File: src/rtl/gpio_pkg.sv
package gpio_pkg;
   typedef enum logic [1:0] {
      SEL_DIR  = 2'd0,
      SEL_OUT  = 2'd1,
      SEL_IN   = 2'd2,
      SEL_NONE = 2'd3
   } reg_sel_e;
endpackage

File: src/rtl/gpio_regfile.sv
module gpio_regfile #(
   parameter int unsigned          NBITS       = 8,
   parameter logic [NBITS-1:0]     ABSENT_MASK = 8'h20
) (
   input  logic             clk,
   input  logic             rst_n,
   input  logic             wr_en,
   input  logic [1:0]       addr,
   input  logic [NBITS-1:0] wdata,
   input  logic [NBITS-1:0] in_sync,
   output logic [NBITS-1:0] dir_q,
   output logic [NBITS-1:0] odat_q,
   output logic [NBITS-1:0] rdata
);
   import gpio_pkg::*;

   localparam logic [NBITS-1:0] IMPL_MASK = ~ABSENT_MASK;
   localparam logic [NBITS-1:0] DIR_RST   = '0;
   localparam logic [NBITS-1:0] ODAT_RST  = '1;

   reg_sel_e sel;
   assign sel = reg_sel_e'(addr);

   always_ff @(posedge clk or negedge rst_n) begin
      if (!rst_n) begin
         dir_q  <= DIR_RST;
         odat_q <= ODAT_RST;
      end else if (wr_en) begin
         if (sel == SEL_DIR) dir_q  <= wdata & IMPL_MASK;
         if (sel == SEL_OUT) odat_q <= wdata | ABSENT_MASK;
      end
   end

   always_comb begin
      unique case (sel)
         SEL_DIR:  rdata = dir_q & IMPL_MASK;
         SEL_OUT:  rdata = odat_q | ABSENT_MASK;
         SEL_IN:   rdata = in_sync & IMPL_MASK;
         default:  rdata = '0;
      endcase
   end
endmodule

File: src/rtl/gpio_in_sync.sv
module gpio_in_sync #(
   parameter int unsigned NBITS  = 8,
   parameter int unsigned STAGES = 2
) (
   input  logic             clk,
   input  logic             rst_n,
   input  logic [NBITS-1:0] d,
   output logic [NBITS-1:0] q
);
   logic [NBITS-1:0] stg [STAGES];

   always_ff @(posedge clk or negedge rst_n) begin
      if (!rst_n) stg[0] <= '0;
      else        stg[0] <= d;
   end

   for (genvar s = 1; s < STAGES; s++) begin : g_stage
      always_ff @(posedge clk or negedge rst_n) begin
         if (!rst_n) stg[s] <= '0;
         else        stg[s] <= stg[s-1];
      end
   end

   assign q = stg[STAGES-1];
endmodule

File: src/rtl/gpio_pad_ctl.sv
module gpio_pad_ctl #(
   parameter int unsigned      NBITS       = 8,
   parameter logic [NBITS-1:0] ABSENT_MASK = 8'h20,
   parameter logic [NBITS-1:0] ODRAIN_MASK = 8'hC0
) (
   input  logic [NBITS-1:0] dir_q,
   input  logic [NBITS-1:0] odat_q,
   output logic [NBITS-1:0] pad_oe,
   output logic [NBITS-1:0] pad_out,
   output logic [NBITS-1:0] pad_pu
);
   for (genvar i = 0; i < NBITS; i++) begin : g_pin
      if (ABSENT_MASK[i]) begin : g_absent
         assign pad_oe[i]  = 1'b0;
         assign pad_out[i] = 1'b0;
         assign pad_pu[i]  = 1'b0;
      end else if (ODRAIN_MASK[i]) begin : g_odrain
         assign pad_oe[i]  = dir_q[i] & ~odat_q[i];
         assign pad_out[i] = 1'b0;
         assign pad_pu[i]  = 1'b0;
      end else begin : g_pushpull
         assign pad_oe[i]  = dir_q[i];
         assign pad_out[i] = dir_q[i] & odat_q[i];
         assign pad_pu[i]  = ~dir_q[i] & odat_q[i];
      end
   end
endmodule

File: src/rtl/gpio_port_ctrl.sv
module gpio_port_ctrl #(
   parameter int unsigned      NBITS       = 8,
   parameter int unsigned      SYNC_STAGES = 2,
   parameter logic [NBITS-1:0] ABSENT_MASK = 8'h20,
   parameter logic [NBITS-1:0] ODRAIN_MASK = 8'hC0
) (
   input  logic             clk,
   input  logic             rst_n,
   input  logic             wr_en,
   input  logic [1:0]       addr,
   input  logic [NBITS-1:0] wdata,
   output logic [NBITS-1:0] rdata,
   input  logic [NBITS-1:0] pin_in,
   output logic [NBITS-1:0] pad_oe,
   output logic [NBITS-1:0] pad_out,
   output logic [NBITS-1:0] pad_pu
);
   if (NBITS < 1 || NBITS > 32) begin : g_bad_width
      $error("gpio_port_ctrl: NBITS out of range");
   end
   if (SYNC_STAGES < 2) begin : g_bad_sync
      $error("gpio_port_ctrl: SYNC_STAGES must be at least 2");
   end
   if ((ABSENT_MASK & ODRAIN_MASK) != '0) begin : g_bad_mask
      $error("gpio_port_ctrl: a bit cannot be both absent and open-drain");
   end

   logic [NBITS-1:0] dir_q, odat_q, in_sync;

   gpio_in_sync #(.NBITS(NBITS), .STAGES(SYNC_STAGES)) u_sync (
      .clk(clk), .rst_n(rst_n), .d(pin_in), .q(in_sync)
   );

   gpio_regfile #(.NBITS(NBITS), .ABSENT_MASK(ABSENT_MASK)) u_regs (
      .clk(clk), .rst_n(rst_n), .wr_en(wr_en), .addr(addr), .wdata(wdata),
      .in_sync(in_sync), .dir_q(dir_q), .odat_q(odat_q), .rdata(rdata)
   );

   gpio_pad_ctl #(.NBITS(NBITS), .ABSENT_MASK(ABSENT_MASK),
                  .ODRAIN_MASK(ODRAIN_MASK)) u_pads (
      .dir_q(dir_q), .odat_q(odat_q),
      .pad_oe(pad_oe), .pad_out(pad_out), .pad_pu(pad_pu)
   );
endmodule

File: config.mk
export PLATFORM = sky130hd
export DESIGN_NAME = gpio_port_ctrl
export DESIGN_NICKNAME = d
export VERILOG_FILES = /design/src/rtl/gpio_pkg.sv /design/src/rtl/gpio_regfile.sv /design/src/rtl/gpio_in_sync.sv /design/src/rtl/gpio_pad_ctl.sv /design/src/rtl/gpio_port_ctrl.sv
export SDC_FILE = /design/constraint.sdc
export NUM_CORES = 1
export LEC_CHECK = 0
export BUFFER_PORTS_ARGS = -buffer_cell sky130_fd_sc_hd__buf_4
export CAP_MARGIN = 20
export CORE_MARGIN = 4
export CORE_UTILIZATION = 48
export CTS_CLUSTER_DIAMETER = 60
export DETAILED_ROUTE_END_ITERATION = 16
export PLACE_DENSITY = 0.83
export SETUP_SLACK_MARGIN = 0.3
export SLEW_MARGIN = 20
export SYNTH_ARGS = -nofsm -noshare
export SYNTH_HDL_FRONTEND = slang
export SYNTH_HIERARCHICAL = 1
export SYNTH_SLANG_ARGS = --single-unit
export TNS_END_PERCENT = 20
File: constraint.sdc
create_clock -name clk -period 0.8 [get_ports clk]
set_input_delay 0.08 -clock clk [delete_from_list [all_inputs] [get_ports clk]]
set_output_delay 0.08 -clock clk [all_outputs]
set_load 0.02 [all_outputs]
==> results of run 1 <==
-- power breakdown --
group / internal, mW / switching, mW
combinational: 0.806 / 0.631
sequential: 1.64 / 0.171
clock: 0.507 / 0.405
-- routing by layer --
metal | GRT usage | routed length, microns | vias up
li1 | - | - | 402
met1 | 0.203 | 1020 | 414
met2 | 0.265 | 1310 | 34
met3 | 0.0281 | 176 | 5
met4 | 0.0570 | 35 | 0
met5 | 0 | 0 | -
-- timing repair --
item,4_1_cts,5_1_grt
setup buffers,4,0
hold endpoints to repair,49,42
resized for setup,26,17
pin swaps,4,3
endpoints found under the setup margin,39,41
gates cloned,0,0
-- cell type report --
cell class | count | area, sq um
well taps | 30 | 37.5
fillers | 166 | 631
repair buffers | 64 | 596
flip-flops and latches | 28 | 713
clock inverters | 1 | 30.0
clock buffers | 3 | 22.5
multi-input cells | 50 | 493
-- sequential cells by signal, indices dropped and copies added, names as in the netlist --
register	count
u_sync/stg	7
u_regs/odat_q	7
u_sync/q	7
u_regs/dir_q	7
-- worst min-delay path by stage --
stage / start / to / slack (ns) / cells after the start
final: rst_n / u_regs/dir_q[4]$_DFFE_PN0P_ / -0.36 / 1
after global routing: rst_n / u_sync/stg[15]$_DFF_PN0_ / -0.37 / 1
after CTS: rst_n / u_sync/stg[15]$_DFF_PN0_ / -0.36 / 1
after detailed placement: rst_n / u_sync/stg[15]$_DFF_PN0_ / 0.01 / 1
after global placement: rst_n / u_sync/stg[14]$_DFF_PN0_ / 0.005 / 1
after floorplan: rst_n / u_regs/dir_q[0]$_DFFE_PN0P_ / -0.22 / 0
==> qor.txt, run 1 <==
Final Wtd Congestion: 0.621
CP top delay family: flip-flops
Clock Skews: 0.00109 ns
Post-route cell area: 0.00189 sq mm
Hold slack: -0.365 ns
CP endpoint kind: output pin
Stages on worst setup path: 2
Final setup viols: 29
Dpl ws: -0.260 ns
Status: complete, but fails checks
Post-Syn Instances: 94
Mean post-synth cell area: 13.7 sq um
PortBufs: 43
CTS Buf Count: 3
Largest net degree at the start of global routing: 29
Synth Cell Area: 0.00128 sq mm
Setup TNS: -9.93 ns
Placed cell areas: 0.00157 sq mm
First-pass GRT wire length: 4170 microns
Register-to-register setup slack: -0.15 ns
Initial Util: 0.509
Min-Delay Path Class: in -> async
H-tree depth: 1
Hold Buf Count CTS: 7
DRT iter0 DRCs: 13
Wire per inst: 14.4 microns
Worst r2r src: u_regs/dir_q[2]$_DFFE_PN0P_
Post-DP HPWL: 1830 microns
Max Cap Viol: 0
Via count of the routed design: 855
Final Core Density: 0.750
Layout cells sized above 1: 0.658
Initial antenna violation count: 0
Total global-route track usage: 0.158
Antenna Nets Post-Route: 0
Setup WS post-layout: -0.480 ns
Most frequent cells in the layout: 32 x buf_4, 24 x buf_6, 18 x dfrtp_1, 13 x mux2_2
Pwr dens: 2200 mW/mm^2
Leakage dissipation: 0.894 nW
Worst-path clk slew: 0.14 ns
Crit path DAT: 1.20 ns
Die Span Y: 59.7 microns
Worst Path Max Fanout: 4
Fin crit period: 1.28 ns
Capture point of the worst path: pad_pu[3]
Kind of critical path: reg -> out
WL final: 2540 microns
Final max-slew violation count: 0
Critical path startpoint: u_regs/odat_q[3]$_DFFE_PN1P_
Synth Warn #: 6
# diodes: 0
PnR Total Power: 4.16 mW
Root Buffer: clkbuf_4
Cells after DPL: 161
CP max stage delay: 0.59 ns
Worst Path Buf+Inv: 1
RSZ-0062 raised after global routing: yes
Crit share post-route: 1.60
CTS sink count: 28
Placeable Area: 0.00252 sq mm
F_max: 781 MHz
Cell at the slowest stage of the critical path: dfstp_2
Drt pass-1 iters: 4
Most common cell after layout, fill and taps aside: buf_4
Cell Chain, Critical Path: nor2b_4 > buf_6
Die area: 0.00357 sq mm
CTS Buffer Depth: 2
Non-filler cells, final: 176
Skew-Pair Late Insertion Delay: 0.32 ns
Failing checks: negative hold slack, negative setup slack
Nets: 168
Grt total ovfl: 0
Via/cell ratio: 4.86
Die Wd: 59.7 microns
WP data required: 0.72 ns
Vias in the first global route: 869
R2r worst-path depth: 2
Worst setup SP type: flip-flop
Worst R2R End: u_regs/dir_q[2]$_DFFE_PN0P_
CTS tree: built
Peak supply drop: 0.00174 V
Hold Fails Final Rpt: 42
Core Rows: 18
I/O pins: 53
Synth-to-layout area growth: 47.4%
Residual DRC: 0
(Power assumes the default switching activity.)
==> run 2: changes to the inputs <==
--- a/config.mk
+++ b/config.mk
@@ -8,10 +8,11 @@
 export BUFFER_PORTS_ARGS = -buffer_cell sky130_fd_sc_hd__buf_4
 export CAP_MARGIN = 20
 export CORE_MARGIN = 4
-export CORE_UTILIZATION = 48
+export CORE_UTILIZATION = 35
 export CTS_CLUSTER_DIAMETER = 60
 export DETAILED_ROUTE_END_ITERATION = 16
-export PLACE_DENSITY = 0.83
+export HOLD_SLACK_MARGIN = 0.08
+export PLACE_DENSITY = 0.65
 export SETUP_SLACK_MARGIN = 0.3
 export SLEW_MARGIN = 20
 export SYNTH_ARGS = -nofsm -noshare
==> run 2 against run 1 <==
The run still ends with negative hold slack, negative setup slack left; hold slack improved by 0.070 ns; global-route usage is 3.9 points lower; sequential cell count unchanged; register-to-register slack improved by 0.13 ns; critical path type unchanged; largest cell class unchanged; largest power group unchanged.
==> qor.txt, run 2 (synthesized netlist as in run 1, its figures left out) <==
CTS Buf Count: 3 (unchanged)
PortBufs: 43 (unchanged)
Most common cell after layout, fill and taps aside: buf_4
Critical path startpoint: u_regs/odat_q[1]$_DFFE_PN1P_
Die Wd: 68.6 microns (+15%)
Register-to-register setup slack: -0.02 ns (+0.13 ns)
Max Cap Viol: 0 (unchanged)
Most frequent cells in the layout: 38 x buf_4, 21 x dfrtp_1, 20 x buf_6, 13 x mux2_2
Crit path DAT: 1.13 ns (-0.07 ns)
CTS tree: built
Total global-route track usage: 0.118 (-0.0392)
F_max: 826 MHz (+5.7%)
Status: complete, but fails checks
Dpl ws: -0.257 ns (+0.00243 ns)
Crit share post-route: 1.51 (-0.0864)
Core Rows: 21 (+3)
I/O pins: 53 (unchanged)
Synth-to-layout area growth: 43.6%
CTS Buffer Depth: 2 (unchanged)
Post-route cell area: 0.00184 sq mm (-2.6%)
Busiest grt layer: met2
Fin crit period: 1.21 ns (-0.0691 ns)
CTS sink count: 28 (unchanged)
Largest net degree at the start of global routing: 29 (unchanged)
Final setup viols: 28 (-3.4%)
Leakage dissipation: 0.877 nW (-2.0%)
Drt pass-1 iters: 4 (unchanged)
RSZ-0062 raised after global routing: yes
Worst R2R End: u_regs/dir_q[3]$_DFFE_PN0P_
Cells after DPL: 181 (+12%)
CP endpoint kind: output pin
Post-DP HPWL: 1950 microns (+6.8%)
Peak supply drop: 0.000849 V (-51%)
H-tree depth: 1 (unchanged)
R2r worst-path depth: 1 (-1)
Worst Path Max Fanout: 4 (unchanged)
WP data required: 0.72 ns (about the same)
Clock Skews: 0.000870 ns (-0.000219 ns)
Die Span Y: 68.6 microns (+15%)
Hold Fails Final Rpt: 35 (-17%)
WL final: 2580 microns (+1.7%)
Initial Util: 0.373 (-0.136)
Root Buffer: clkbuf_8
Non-filler cells, final: 188 (+6.8%)
Placed cell areas: 0.00162 sq mm (+3.2%)
Wire per inst: 13.7 microns (-4.8%)
Initial antenna violation count: 0 (unchanged)
Fillers: 304 (+83%)
Worst r2r src: u_regs/dir_q[3]$_DFFE_PN0P_
Nets: 164 (-2.4%)
Met3 usage: 0.0324 (+0.00434)
Min-Delay Path Class: in -> async
Skew-Pair Late Insertion Delay: 0.28 ns (-0.04 ns)
Setup WS post-layout: -0.411 ns (+0.0691 ns)
M2 GR Usage: 0.191 (-0.0747)
Via/cell ratio: 4.44 (-8.6%)
Kind of critical path: reg -> out
Worst-path clk slew: 0.09 ns (-0.05 ns)
Residual DRC: 0 (unchanged)
Worst setup SP type: flip-flop
Vias in the first global route: 823 (-5.3%)
Grt total ovfl: 0 (unchanged)
First-pass GRT wire length: 3910 microns (-6.4%)
Pwr dens: 2160 mW/mm^2 (-1.7%)
Antenna Nets Post-Route: 0 (unchanged)
Capture point of the worst path: pad_pu[1]
Failing checks: negative hold slack, negative setup slack
DRT iter0 DRCs: 16 (+3)
Layout cells sized above 1: 0.676 (+0.0185)
Routing usage on met1: 0.139 (-0.0638)
Final Wtd Congestion: 0.665 (+7.2%)
Placeable Area: 0.00344 sq mm (+36%)
Die area: 0.00470 sq mm (+32%)
Via count of the routed design: 835 (-2.3%)
# diodes: 0 (unchanged)
Hold slack: -0.294 ns (+0.0702 ns)
Final max-slew violation count: 0 (unchanged)
run 2: worst min path at each step:
stage | start | depth (start not counted) | slack [ns] | endpoint
floorplan | rst_n | 0 | -0.22 | u_regs/dir_q[0]$_DFFE_PN0P_
global placement | rst_n | 1 | 0.007 | u_sync/stg[14]$_DFF_PN0_
detailed placement | rst_n | 1 | 0.02 | u_sync/q[7]$_DFF_PN0_
CTS | rst_n | 1 | -0.29 | u_sync/q[2]$_DFF_PN0_
global route | rst_n | 1 | -0.28 | u_sync/stg[14]$_DFF_PN0_
finish | rst_n | 1 | -0.29 | u_regs/dir_q[7]$_DFFE_PN0P_
run 2: stage by stage:
stage	TNS, ns	hold WS (ns)	util	power [mW]
6_report	-8.50	-0.294	0.535	3.98
3_5_place_dp	-4.78	0.0152	0.471	2.99
3_3_place_gp	-4.32	0.00711	0.471	2.96
2_1_floorplan	-3.26	-0.216	-	2.51
5_1_grt	-9.87	-0.281	0.535	4.21
4_1_cts	-8.50	-0.295	0.512	3.91
run 2: report_power, final:
part           leakage (nW)  internal (mW)  switching [mW]
registers             0.320           1.64           0.147
logic                 0.534          0.801           0.632
clock network        0.0228          0.357           0.412
total                 0.877           2.79            1.19
run 2: layout make-up:
type                       instances  area, sq um  share of cell area
clock buffer                       4         45.0              0.0244
timing repair buffer              60          546               0.296
tap                               46         57.6              0.0312
sequential                        28          709               0.385
multi-input combinational         50          485               0.263
run 2: metal layers:
layer / share of wire / wire [microns] / up-vias
li1: - / - / 388
met3: 0.079 / 204 / 5
met4: 0.024 / 61 / 0
met5: 0 / 0 / -
met2: 0.52 / 1340 / 34
met1: 0.38 / 968 / 408
run 2: worst max-delay path, stage by stage (launching register included):
cell and delay [ns]:
dfstp_2 0.57, nor2b_1 0.14, buf_4 0.15
run 2: timing repair:
action,4_1_cts,5_1_grt
pin swaps,2,5
endpoints found under the hold margin,49,49
endpoints found under the setup margin,39,39
gates cloned,0,0
resized for setup,23,16
buffers inserted,0,3
==> run 3: changes to the inputs <==
--- a/config.mk
+++ b/config.mk
@@ -13,6 +13,7 @@
 export DETAILED_ROUTE_END_ITERATION = 16
 export HOLD_SLACK_MARGIN = 0.08
 export PLACE_DENSITY = 0.65
+export RECOVER_POWER = 100
 export SETUP_SLACK_MARGIN = 0.3
 export SLEW_MARGIN = 20
 export SYNTH_ARGS = -nofsm -noshare
==> constraint.sdc (replaced) <==
create_clock -name clk -period 1.42 [get_ports clk]
set_input_delay 0.142 -clock clk [delete_from_list [all_inputs] [get_ports clk]]
set_output_delay 0.142 -clock clk [all_outputs]
set_load 0.02 [all_outputs]
==> run 3 against run 2 <==
The flow now finishes without violations; hold slack gained 0.41 ns; clock skew grew 0.0036 ns; power shrank 49%; sequential power shrank 45%; wire length shrank 6.1%; final area shrank 10%; sequential share of layout area grew 4.5 points; utilization shrank 5.6 points; count of clock-buffer cells in the layout is the same; die area is the same; critical endpoint is now rdata[0]; highest routed layer unchanged.
==> qor.txt, run 3 (synthesized netlist as in run 1, its figures left out) <==
Worst setup SP type: flip-flop
Placed cell areas: 0.00153 sq mm (-5.6%)
Storage element area: 709 sq um (unchanged)
PortBufs: 43 (unchanged)
Synth-to-layout area growth: 28.6%
Grt total ovfl: 0 (unchanged)
Most common cell after layout, fill and taps aside: buf_4
Clock Skews: 0.00446 ns (+0.00359 ns)
Post-DP HPWL: 1740 microns (-11%)
Dpl ws: 0.147 ns (+0.404 ns)
Final Core Density: 0.479 (-0.0560)
Worst Tran Pin Value: 0.657 ns
Drt pass-1 iters: 2 (-2)
Post-route cell area: 0.00165 sq mm (-10%)
CTS Buffer Depth: 2 (unchanged)
F_max: 765 MHz
Root Buffer: clkbuf_8
Layout cells sized above 1: 0.467 (-0.209)
Fin crit period: 1.31 ns
Most frequent cells in the layout: 25 x buf_4, 21 x dfrtp_1, 14 x mux2_2, 8 x dlygate4sd3_1, 8 x clkbuf_2
Initial antenna violation count: 0 (unchanged)
Worst-path clk slew: 0.09 ns (about the same)
Wire per inst: 13.2 microns (-3.5%)
Status: finished clean
Vias in the first global route: 757 (-8.0%)
Fillers: 329 (+8.2%)
Die Span Y: 68.6 microns (unchanged)
Peak supply drop: 0.000469 V (-45%)
CTS tree: built
CTS sink count: 28 (unchanged)
H-tree depth: 1 (unchanged)
Pwr dens: 1230 mW/mm^2 (-43%)
Skew-Pair Late Insertion Delay: 0.26 ns (-0.02 ns)
I/O pins: 53 (unchanged)
Largest net degree at the start of global routing: 29 (unchanged)
Worst rel slew slack: 0.562
Core Rows: 21 (unchanged)
Total global-route track usage: 0.106 (-0.0125)
Residual DRC: 0 (unchanged)
Initial Util: 0.373 (unchanged)
Placeable Area: 0.00344 sq mm (unchanged)
DRT iter0 DRCs: 18 (+2)
Antenna Nets Post-Route: 0 (unchanged)
CP max stage delay: 0.55 ns (-0.02 ns)
Via/cell ratio: 4.37 (-1.6%)
Cell at the slowest stage of the critical path: dfstp_2
CP endpoint kind: output pin
Via count of the routed design: 800 (-4.2%)
Setup WS post-layout: 0.114 ns (+0.525 ns)
Die Wd: 68.6 microns (unchanged)
Final setup viols: 0 (-100%)
Final max-slew violation count: 0 (unchanged)
WP data required: 1.28 ns (+0.56 ns)
Crit path DAT: 1.16 ns (+0.03 ns)
Crit share post-route: 0.920
Max Cap Viol: 0 (unchanged)
Leakage dissipation: 0.757 nW (-14%)
Nets: 159 (-3.0%)
CTS Buf Count: 3 (unchanged)
Die area: 0.00470 sq mm (unchanged)
Setup TNS: 0 ns (+8.50 ns)
First-pass GRT wire length: 3580 microns (-8.3%)
Hold Fails Final Rpt: 0 (-100%)
# diodes: 0 (unchanged)
Cell Chain, Critical Path: o2bb2ai_1 > clkbuf_1
Worst Path Max Fanout: 4 (unchanged)
Kind of critical path: reg -> out
Min-Delay Path Class: in -> reg
WL final: 2420 microns (-6.1%)
Final Wtd Congestion: 0.646 (-2.9%)
RSZ-0062 raised after global routing: yes
Multi-input logic area: 437 sq um (-10%)
-- run 3: worst max-delay path: cells and delay by family, from the launching register on --
family,cells,cell delay [ns]
AO/OA/AOI/OAI,1,0.11
buffers and inverters,1,0.24
flip-flops,1,0.55
-- run 3: power by group --
part           internal, mW  switching [mW]  total (mW)
registers             0.911          0.0724       0.983
logic                 0.303           0.332       0.635
clock network         0.200           0.215       0.415
-- run 3: worst paths after layout --
kind	end	start	slack [ns]	cells after the start
max in group asynchronous	u_regs/dir_q[4]$_DFFE_PN0P_	rst_n	0.56	2
worst max register to register	u_regs/dir_q[2]$_DFFE_PN0P_	u_regs/dir_q[2]$_DFFE_PN0P_	0.50	2
worst min register to register	u_sync/q[6]$_DFF_PN0_	u_sync/stg[14]$_DFF_PN0_	0.35	0
worst min-delay path	u_regs/dir_q[0]$_DFFE_PN0P_	wdata[0]	0.11	2
min in group asynchronous	u_sync/stg[15]$_DFF_PN0_	rst_n	0.43	2
worst max-delay path	rdata[0]	u_regs/odat_q[0]$_DFFE_PN1P_	0.11	2
-- run 3: stage by stage --
stage          hold slack [ns]  cells  total power, mW
2_1_floorplan           -0.154    100             1.42
3_3_place_gp            0.0677    169             1.62
3_5_place_dp            0.0767    169             1.64
4_1_cts                  0.102    181             2.08
5_1_grt                  0.103    183             2.16
6_report                 0.111    183             2.03
-- run 3: timing repair --
item | 4_1_cts | 5_1_grt
resized for setup | 0 | 10
endpoints found under the hold margin | 35 | 0
endpoints found under the setup margin | 19 | 19
pin swaps | 0 | 1
buffers inserted | 0 | 2
hold buffers | 8 | 0
-- run 3: final cells by class --
cell class | count | share of cell area
Sequential cell | 28 | 0.430
Multi-Input combinational cell | 50 | 0.265
Clock buffer | 4 | 0.0273
Timing Repair Buffer | 55 | 0.243
Tap cell | 46 | 0.0349
-- run 3: routing by layer --
metal | routed length, microns | up-vias | GRT usage
met4 | 16 | 0 | 0.0372
met5 | 0 | - | 0
met1 | 958 | 391 | 0.133
met2 | 1250 | 31 | 0.176
met3 | 195 | 2 | 0.0259
li1 | - | 376 | -
